## config.mk

```make
export PLATFORM = sky130hd
export DESIGN_NAME = fpmul_booth
export DESIGN_NICKNAME = d
export VERILOG_FILES = /design/src/rtl/fpm_pkg.sv /design/src/rtl/fpm_booth_pp.sv /design/src/rtl/fpm_pack.sv /design/src/rtl/fpmul_booth.sv
export SDC_FILE = /design/constraint.sdc
export NUM_CORES = 1
export LEC_CHECK = 0
export ABC_AREA = 1
export BUFFER_PORTS_ARGS = -buffer_cell sky130_fd_sc_hd__buf_2
export CORE_ASPECT_RATIO = 1.25
export CORE_MARGIN = 4
export CORE_UTILIZATION = 50
export CTS_BUF_LIST = sky130_fd_sc_hd__clkbuf_8
export CTS_CLUSTER_DIAMETER = 200
export DETAILED_ROUTE_END_ITERATION = 7
export PLACE_DENSITY_LB_ADDON = 0.08
export SETUP_SLACK_MARGIN = 0.3
export SYNTH_ARGS = -nofsm -noshare
export SYNTH_HDL_FRONTEND = slang
export SYNTH_SLANG_ARGS = --single-unit
```

## constraint.sdc

```tcl
create_clock -name clk -period 7.1 [get_ports clk]
set_input_delay 1.42 -clock clk [delete_from_list [all_inputs] [get_ports clk]]
set_output_delay 1.42 -clock clk [all_outputs]
set_load 0.005 [all_outputs]
```

## src/rtl/fpm_pkg.sv

```systemverilog
package fpm_pkg;
  typedef enum logic [1:0] {
    ST_IDLE,
    ST_RUN,
    ST_FIN
  } fpm_state_e;

  typedef enum logic [1:0] {
    CLS_FIN,
    CLS_ZERO,
    CLS_INF,
    CLS_NAN
  } fpm_cls_e;
endpackage

```

## src/rtl/fpm_booth_pp.sv

```systemverilog
module fpm_booth_pp #(
  parameter int SIG_W = 24
) (
  input  logic [2:0]       grp,
  input  logic [SIG_W-1:0] mcand,
  output logic [SIG_W+1:0] pp
);
  logic [SIG_W+1:0] m1;
  logic [SIG_W+1:0] m2;

  assign m1 = {2'b00, mcand};
  assign m2 = {1'b0, mcand, 1'b0};

  // digit in {-2,-1,0,+1,+2}; negatives in two's complement
  always_comb begin
    case (grp)
      3'b001, 3'b010: pp = m1;
      3'b011:         pp = m2;
      3'b100:         pp = -m2;
      3'b101, 3'b110: pp = -m1;
      default:        pp = '0;
    endcase
  end
endmodule

```

## src/rtl/fpm_pack.sv

```systemverilog
module fpm_pack
  import fpm_pkg::*;
#(
  parameter int EXP_W  = 8,
  parameter int FRAC_W = 23,
  localparam int WORD_W = 1 + EXP_W + FRAC_W,
  localparam int EW2    = EXP_W + 2,
  localparam int TOP_W  = FRAC_W + 2
) (
  input  logic                  sign,
  input  logic signed [EW2-1:0] exp_sum,
  input  logic [TOP_W-1:0]      prod_top,
  input  fpm_cls_e              cls_a,
  input  fpm_cls_e              cls_b,
  output logic [WORD_W-1:0]     res,
  output logic                  ovf,
  output logic                  unf,
  output logic                  inv
);
  localparam logic [WORD_W-1:0] QNAN =
    {1'b0, {EXP_W{1'b1}}, 1'b1, {(FRAC_W-1){1'b0}}};
  localparam logic signed [EW2-1:0] EMAX = EW2'((1 << EXP_W) - 1);

  logic signed [EW2-1:0] e_fin;
  logic [FRAC_W-1:0]     frac;
  logic                  any_nan, zero_inf, any_inf, any_zero;

  assign any_nan  = (cls_a == CLS_NAN) || (cls_b == CLS_NAN);
  assign zero_inf = ((cls_a == CLS_ZERO) && (cls_b == CLS_INF)) ||
                    ((cls_a == CLS_INF) && (cls_b == CLS_ZERO));
  assign any_inf  = (cls_a == CLS_INF) || (cls_b == CLS_INF);
  assign any_zero = (cls_a == CLS_ZERO) || (cls_b == CLS_ZERO);

  always_comb begin
    if (prod_top[TOP_W-1]) begin
      e_fin = exp_sum + EW2'(1);
      frac  = prod_top[TOP_W-2:1];
    end else begin
      e_fin = exp_sum;
      frac  = prod_top[TOP_W-3:0];
    end
  end

  always_comb begin
    ovf = 1'b0;
    unf = 1'b0;
    inv = 1'b0;
    if (any_nan || zero_inf) begin
      res = QNAN;
      inv = zero_inf;
    end else if (any_inf) begin
      res = {sign, {EXP_W{1'b1}}, {FRAC_W{1'b0}}};
    end else if (any_zero) begin
      res = {sign, {(WORD_W-1){1'b0}}};
    end else if (e_fin >= EMAX) begin
      res = {sign, {EXP_W{1'b1}}, {FRAC_W{1'b0}}};
      ovf = 1'b1;
    end else if (e_fin <= 0) begin
      res = {sign, {(WORD_W-1){1'b0}}};
      unf = 1'b1;
    end else begin
      res = {sign, e_fin[EXP_W-1:0], frac};
    end
  end
endmodule

```

## src/rtl/fpmul_booth.sv

```systemverilog
module fpmul_booth
  import fpm_pkg::*;
#(
  parameter int EXP_W  = 8,
  parameter int FRAC_W = 23,
  localparam int WORD_W = 1 + EXP_W + FRAC_W
) (
  input  logic              clk,
  input  logic              rst,
  input  logic              start,
  input  logic [WORD_W-1:0] op_a,
  input  logic [WORD_W-1:0] op_b,
  output logic              done,
  output logic [WORD_W-1:0] result,
  output logic              ovf,
  output logic              unf,
  output logic              inv
);
  localparam int SIG_W  = FRAC_W + 1;
  localparam int PROD_W = 2 * SIG_W;
  localparam int ACC_W  = PROD_W + 2;
  localparam int NPP    = SIG_W / 2 + 1;
  localparam int MREG_W = 2 * NPP + 1;
  localparam int CNT_W  = $clog2(NPP);
  localparam int EW2    = EXP_W + 2;
  localparam int TOP_W  = FRAC_W + 2;
  localparam logic signed [EW2-1:0] BIAS_S = EW2'((1 << (EXP_W - 1)) - 1);

  function automatic fpm_cls_e classify(input logic [WORD_W-1:0] v);
    logic [EXP_W-1:0] e;
    e = v[WORD_W-2 -: EXP_W];
    if (e == '0)                     return CLS_ZERO;
    if (e != {EXP_W{1'b1}})          return CLS_FIN;
    if (v[FRAC_W-1:0] == '0)         return CLS_INF;
    return CLS_NAN;
  endfunction

  logic [1:0][WORD_W-1:0] ops;
  fpm_cls_e               cls_in [2];

  assign ops = {op_b, op_a};

  for (genvar gi = 0; gi < 2; gi++) begin : g_cls
    assign cls_in[gi] = classify(ops[gi]);
  end

  fpm_state_e            state_q;
  logic [CNT_W-1:0]      cnt_q;
  logic [SIG_W-1:0]      mcand_q;
  logic [MREG_W-1:0]     mplr_q;
  logic [ACC_W-1:0]      acc_q;
  logic                  sign_q;
  logic signed [EW2-1:0] exp_q;
  fpm_cls_e              cls_a_q, cls_b_q;

  logic [SIG_W+1:0]      pp;
  logic [ACC_W-1:0]      pp_ext, pp_sh;
  logic [WORD_W-1:0]     pk_res;
  logic                  pk_ovf, pk_unf, pk_inv;

  fpm_booth_pp #(.SIG_W(SIG_W)) u_pp (
    .grp   (mplr_q[2:0]),
    .mcand (mcand_q),
    .pp    (pp)
  );

  assign pp_ext = {{(ACC_W-SIG_W-2){pp[SIG_W+1]}}, pp};
  assign pp_sh  = pp_ext << {cnt_q, 1'b0};

  fpm_pack #(.EXP_W(EXP_W), .FRAC_W(FRAC_W)) u_pack (
    .sign     (sign_q),
    .exp_sum  (exp_q),
    .prod_top (acc_q[PROD_W-1 -: TOP_W]),
    .cls_a    (cls_a_q),
    .cls_b    (cls_b_q),
    .res      (pk_res),
    .ovf      (pk_ovf),
    .unf      (pk_unf),
    .inv      (pk_inv)
  );

  always_ff @(posedge clk) begin
    if (rst) begin
      state_q <= ST_IDLE;
      cnt_q   <= '0;
      mcand_q <= '0;
      mplr_q  <= '0;
      acc_q   <= '0;
      sign_q  <= 1'b0;
      exp_q   <= '0;
      cls_a_q <= CLS_ZERO;
      cls_b_q <= CLS_ZERO;
      done    <= 1'b0;
      result  <= '0;
      ovf     <= 1'b0;
      unf     <= 1'b0;
      inv     <= 1'b0;
    end else begin
      done <= 1'b0;
      case (state_q)
        ST_IDLE: begin
          if (start) begin
            mcand_q <= {1'b1, op_a[FRAC_W-1:0]};
            mplr_q  <= {{(MREG_W-SIG_W-1){1'b0}}, 1'b1, op_b[FRAC_W-1:0], 1'b0};
            acc_q   <= '0;
            cnt_q   <= '0;
            sign_q  <= op_a[WORD_W-1] ^ op_b[WORD_W-1];
            exp_q   <= $signed({2'b00, op_a[WORD_W-2 -: EXP_W]}) +
                       $signed({2'b00, op_b[WORD_W-2 -: EXP_W]}) - BIAS_S;
            cls_a_q <= cls_in[0];
            cls_b_q <= cls_in[1];
            state_q <= ST_RUN;
          end
        end
        ST_RUN: begin
          acc_q  <= acc_q + pp_sh;
          mplr_q <= mplr_q >> 2;
          cnt_q  <= cnt_q + CNT_W'(1);
          if (cnt_q == CNT_W'(NPP - 1)) state_q <= ST_FIN;
        end
        ST_FIN: begin
          result  <= pk_res;
          ovf     <= pk_ovf;
          unf     <= pk_unf;
          inv     <= pk_inv;
          done    <= 1'b1;
          state_q <= ST_IDLE;
        end
        default: state_q <= ST_IDLE;
      endcase
    end
  end
endmodule

```

==> reports/qor.yml <==
grt_antenna_before_repair: 0
postCtsResizedCells: 0
post_synth_mux_area_share: 0.000795
achievable-frequency_mhz: 206
wl_um: 39400
xor_xnor_fraction_of_synth_area: 0.0208
setup_violations: 0
dr_total_vias: 13431
synth_enable_flop_cells: 0
syn-cell-area_sq_mm: 0.0126
timing_hold_violations_final: 0
outcome: "completed"
final-max-slew-violation-count: 0
tightestPinTransition_ps: 1010
cts_root_buffer: "sky130_fd_sc_hd__clkbuf_8"
final_min_period_over_clock_period: 0.683
syn-mean-instance-area_sq_um: 6.40
dp_hpwl_um: 30700
die_area_sq_mm: 0.0278
finalClockSkew_ps: 25.9
timing.slew.headroom: 0.325
post-place-ws_ps: 2390
post_synthesis_adder_cell_area_fraction: 0.0787
detail_routed_via_count_per_cell: 5.71
worst_path_largest_cell_delay_ps: 510
die_width_um: 150
floorplan.io_pins: 103
drt_drc_violations_left: 0
post_cts_buffers: 0
track_usage: 0.283
finalWeightedCongestion: 0.938
fraction_of_synthesis_flops_using_an_asynchronous_set_or_reset_pin: 0
floorplan.initialDensity: 0.510
worstSetupPathType: "register to register"
worst_skew_pair.late_latency_ps: 490
synth_simple_gate_area_share: 0.326
final.min_clock_period_ps: 4850
antenna_left: 0
worstPathRequired_ps: 7450
std_cell_rows: 64
placeableCoreArea_sq_mm: 0.0247
cts_buffers: 17
port_buffers: 102
cell_with_the_largest_stage_delay_on_the_worst_path: "sky130_fd_sc_hd__nor4_1"
drt_first_iter_violations: 762
cp.arrival_ps: 5200
main_combinational_cell_family_by_area_after_synthesis: "simple AND/OR/NAND/NOR gates"
yosysWarningCount: 0
grt_pass1_vias: 12634
postSynthNetCount: 2112
synth.ff_latch_count: 154
setup_repair_after_global_routing_missed_its_margin: "no"
worst_setup_path_start_kind: "register"
setup_tns_ps: 0
worst_hold_path_type: "register to register"
setup_ws_ps: 2250
timing.critical_path.to_type: "register"
grt_remaining_overflow: 0
tritoncts: "done"
path_common_cell: "sky130_fd_sc_hd__nand2_1"
leakage_power_nw: 5.84
synth_compound_gate_area_share: 0.240
fp.dieH_um: 185
clock_sink_count: 154
drive_above_1_share: 0.129
areaGrowthSynthToFinish_pct: 8.78
worst-path-max-fanout: 6
power_per_cell_area_mw_per_mm2: 201
fillCellCount: 2624
holdBufCountCts: 0
detail_route.first_pass.iterations: 5
yosysUniqueCellTypes: 59
netlist_instances: 1967
ff_latch_area_sq_mm: 0.00308
antenna-diode-count: 0
synth_flop_cell: "sky130_fd_sc_hd__dfxtp_1"
grt_first_pass_wirelength_um: 63300
path_clk_slew_ps: 90
whs_ps: 458
finish.net_count: 2155
multiInputGateArea_sq_mm: 0.00839
cts.path.max_buffers: 2
max_cap_check_violation_count: 0
clock_tree.htree_level_count: 4
ir_worst_vdd_uv: 131
grt_max_degree: 85
drt-wirelength-per-cell_um: 16.7
synth_seq_area_share: 0.245
## cells in the mapped netlist, types with 5 or more instances
cell / count / area, sq um
sky130_fd_sc_hd__a211oi_1: 22 / 165
sky130_fd_sc_hd__a21o_1: 8 / 60.1
sky130_fd_sc_hd__a21oi_1: 204 / 1020
sky130_fd_sc_hd__a21oi_2: 26 / 228
sky130_fd_sc_hd__a31oi_1: 14 / 87.6
sky130_fd_sc_hd__buf_1: 12 / 45.0
sky130_fd_sc_hd__buf_2: 15 / 75.1
sky130_fd_sc_hd__clkbuf_1: 59 / 221
sky130_fd_sc_hd__dfxtp_1: 154 / 3080
sky130_fd_sc_hd__ha_1: 76 / 951
sky130_fd_sc_hd__inv_1: 183 / 687
sky130_fd_sc_hd__inv_2: 11 / 41.3
sky130_fd_sc_hd__nand2_1: 359 / 1350
sky130_fd_sc_hd__nand2_2: 6 / 37.5
sky130_fd_sc_hd__nand3_1: 149 / 746
sky130_fd_sc_hd__nand3_2: 26 / 260
sky130_fd_sc_hd__nand3b_1: 7 / 52.6
sky130_fd_sc_hd__nand4_1: 17 / 106
sky130_fd_sc_hd__nor2_1: 203 / 762
sky130_fd_sc_hd__nor2_2: 10 / 62.6
sky130_fd_sc_hd__nor2_4: 6 / 67.6
sky130_fd_sc_hd__nor3_1: 63 / 315
sky130_fd_sc_hd__nor4_1: 17 / 106
sky130_fd_sc_hd__o2111ai_1: 6 / 52.6
sky130_fd_sc_hd__o211ai_1: 5 / 37.5
sky130_fd_sc_hd__o21a_1: 5 / 37.5
sky130_fd_sc_hd__o21ai_0: 151 / 756
sky130_fd_sc_hd__o21ai_1: 32 / 160
sky130_fd_sc_hd__o21ai_2: 7 / 61.3
sky130_fd_sc_hd__o21bai_1: 5 / 37.5
sky130_fd_sc_hd__o22ai_1: 24 / 150
sky130_fd_sc_hd__or2_1: 9 / 56.3
sky130_fd_sc_hd__or2_2: 10 / 62.6
sky130_fd_sc_hd__xnor2_1: 5 / 43.8
sky130_fd_sc_hd__xor2_1: 23 / 201
## kinds of logic (layout without fill, tap and decap cells)
family,count (synthesis),in the layout
multiplexers,1,1
adder cells (fa/ha/maj),78,78
XOR/XNOR,29,29
buffers and inverters,285,341
AND/OR/NAND/NOR,894,894
AO/OA/AOI/OAI,526,526
flip-flops,154,154
## sequential cells by signal, indices dropped and copies added (netlist names)
signal and cells:
result 32, cls_a_q 2, mcand_q 24, sign_q 1
exp_q 10, cls_b_q 2, cnt_q 4, done 1
state_q 2, ovf 1, acc_q 48, mplr_q 25
unf 1, inv 1
## layout by cell type (no fill, tap or decap), types with 6 or more instances in the layout
cell	netlist	layout
sky130_fd_sc_hd__dfxtp_1	154	154
sky130_fd_sc_hd__nand2_2	6	6
sky130_fd_sc_hd__o22ai_1	24	24
sky130_fd_sc_hd__nor2_1	203	201
sky130_fd_sc_hd__o2111ai_1	6	6
sky130_fd_sc_hd__a21oi_2	26	26
sky130_fd_sc_hd__nor4_1	17	17
sky130_fd_sc_hd__inv_1	183	181
sky130_fd_sc_hd__o21ai_1	32	32
sky130_fd_sc_hd__nand3_1	149	149
sky130_fd_sc_hd__inv_2	11	13
sky130_fd_sc_hd__a31oi_1	14	14
sky130_fd_sc_hd__or2_2	10	10
sky130_fd_sc_hd__buf_2	15	101
sky130_fd_sc_hd__a211oi_1	22	22
sky130_fd_sc_hd__a21oi_1	204	204
sky130_fd_sc_hd__xor2_1	23	23
sky130_fd_sc_hd__nor2_2	10	10
sky130_fd_sc_hd__nand4_1	17	17
sky130_fd_sc_hd__clkbuf_8	0	18
sky130_fd_sc_hd__buf_4	0	13
sky130_fd_sc_hd__nand2_1	359	359
sky130_fd_sc_hd__nor3_1	63	63
sky130_fd_sc_hd__nand3b_1	7	7
sky130_fd_sc_hd__o21ai_0	151	151
sky130_fd_sc_hd__o21ai_2	7	7
sky130_fd_sc_hd__ha_1	76	76
sky130_fd_sc_hd__nor2_4	6	8
sky130_fd_sc_hd__a21o_1	8	8
sky130_fd_sc_hd__nand3_2	26	26
sky130_fd_sc_hd__or2_1	9	9
## area by class of cell
type,instances,share of cell area
Clock buffer,18,0.0181
Timing Repair Buffer,114,0.0440
Sequential cell,154,0.225
Tap cell,330,0.0302
Clock inverter,14,0.0158
Inverter,195,0.0536
Multi-Input combinational cell,1528,0.613
## critical path, delay by kind of cell, from the launching register on
family                     cells  cell delay, ps
and+or+nand+nor               13            2310
adders and majority gates      2             720
buffers and inverters          3             350
AOI/OAI and AO/OA              7            1040
DFF                            1             320
## where the power goes
part | switching (mW) | internal, mW | total [mW]
registers | 0.0625 | 0.924 | 0.986
clock network | 0.375 | 0.430 | 0.805
logic | 0.651 | 0.309 | 0.960
## path summary, 6_finish.rpt
kind / start / endpoint / slack, ps / depth (start not counted)
max: mcand_q[0] / acc_q[43] / 2250 / 25
min: result[31] / result[31] / 460 / 2
max reg2reg: mcand_q[0] / acc_q[43] / 2250 / 25
min reg2reg: result[31] / result[31] / 460 / 2
## metrics by stage
step / util / power, mW / instances / area [sq um]
after floorplan: - / 1.69 / 1967 / 12600
after global routing: 0.555 / 2.94 / 2353 / 13700
after CTS: 0.555 / 2.76 / 2353 / 13700
after detailed placement: 0.536 / 1.95 / 2321 / 13200
final: 0.555 / 2.75 / 2353 / 13700
after global placement: 0.536 / 1.94 / 2321 / 13200
## routing by layer
layer  wire (um)  part of all wire  track usage  vias up
met5           0                 0            0        -
met4        1300             0.033        0.110        0
met3        1610             0.041       0.0345       75
met2       19600              0.50        0.501      361
met1       16900              0.43        0.349     6211
li1            -                 -            -     6784
No activity file was read; power rests on OpenSTA's default activity.
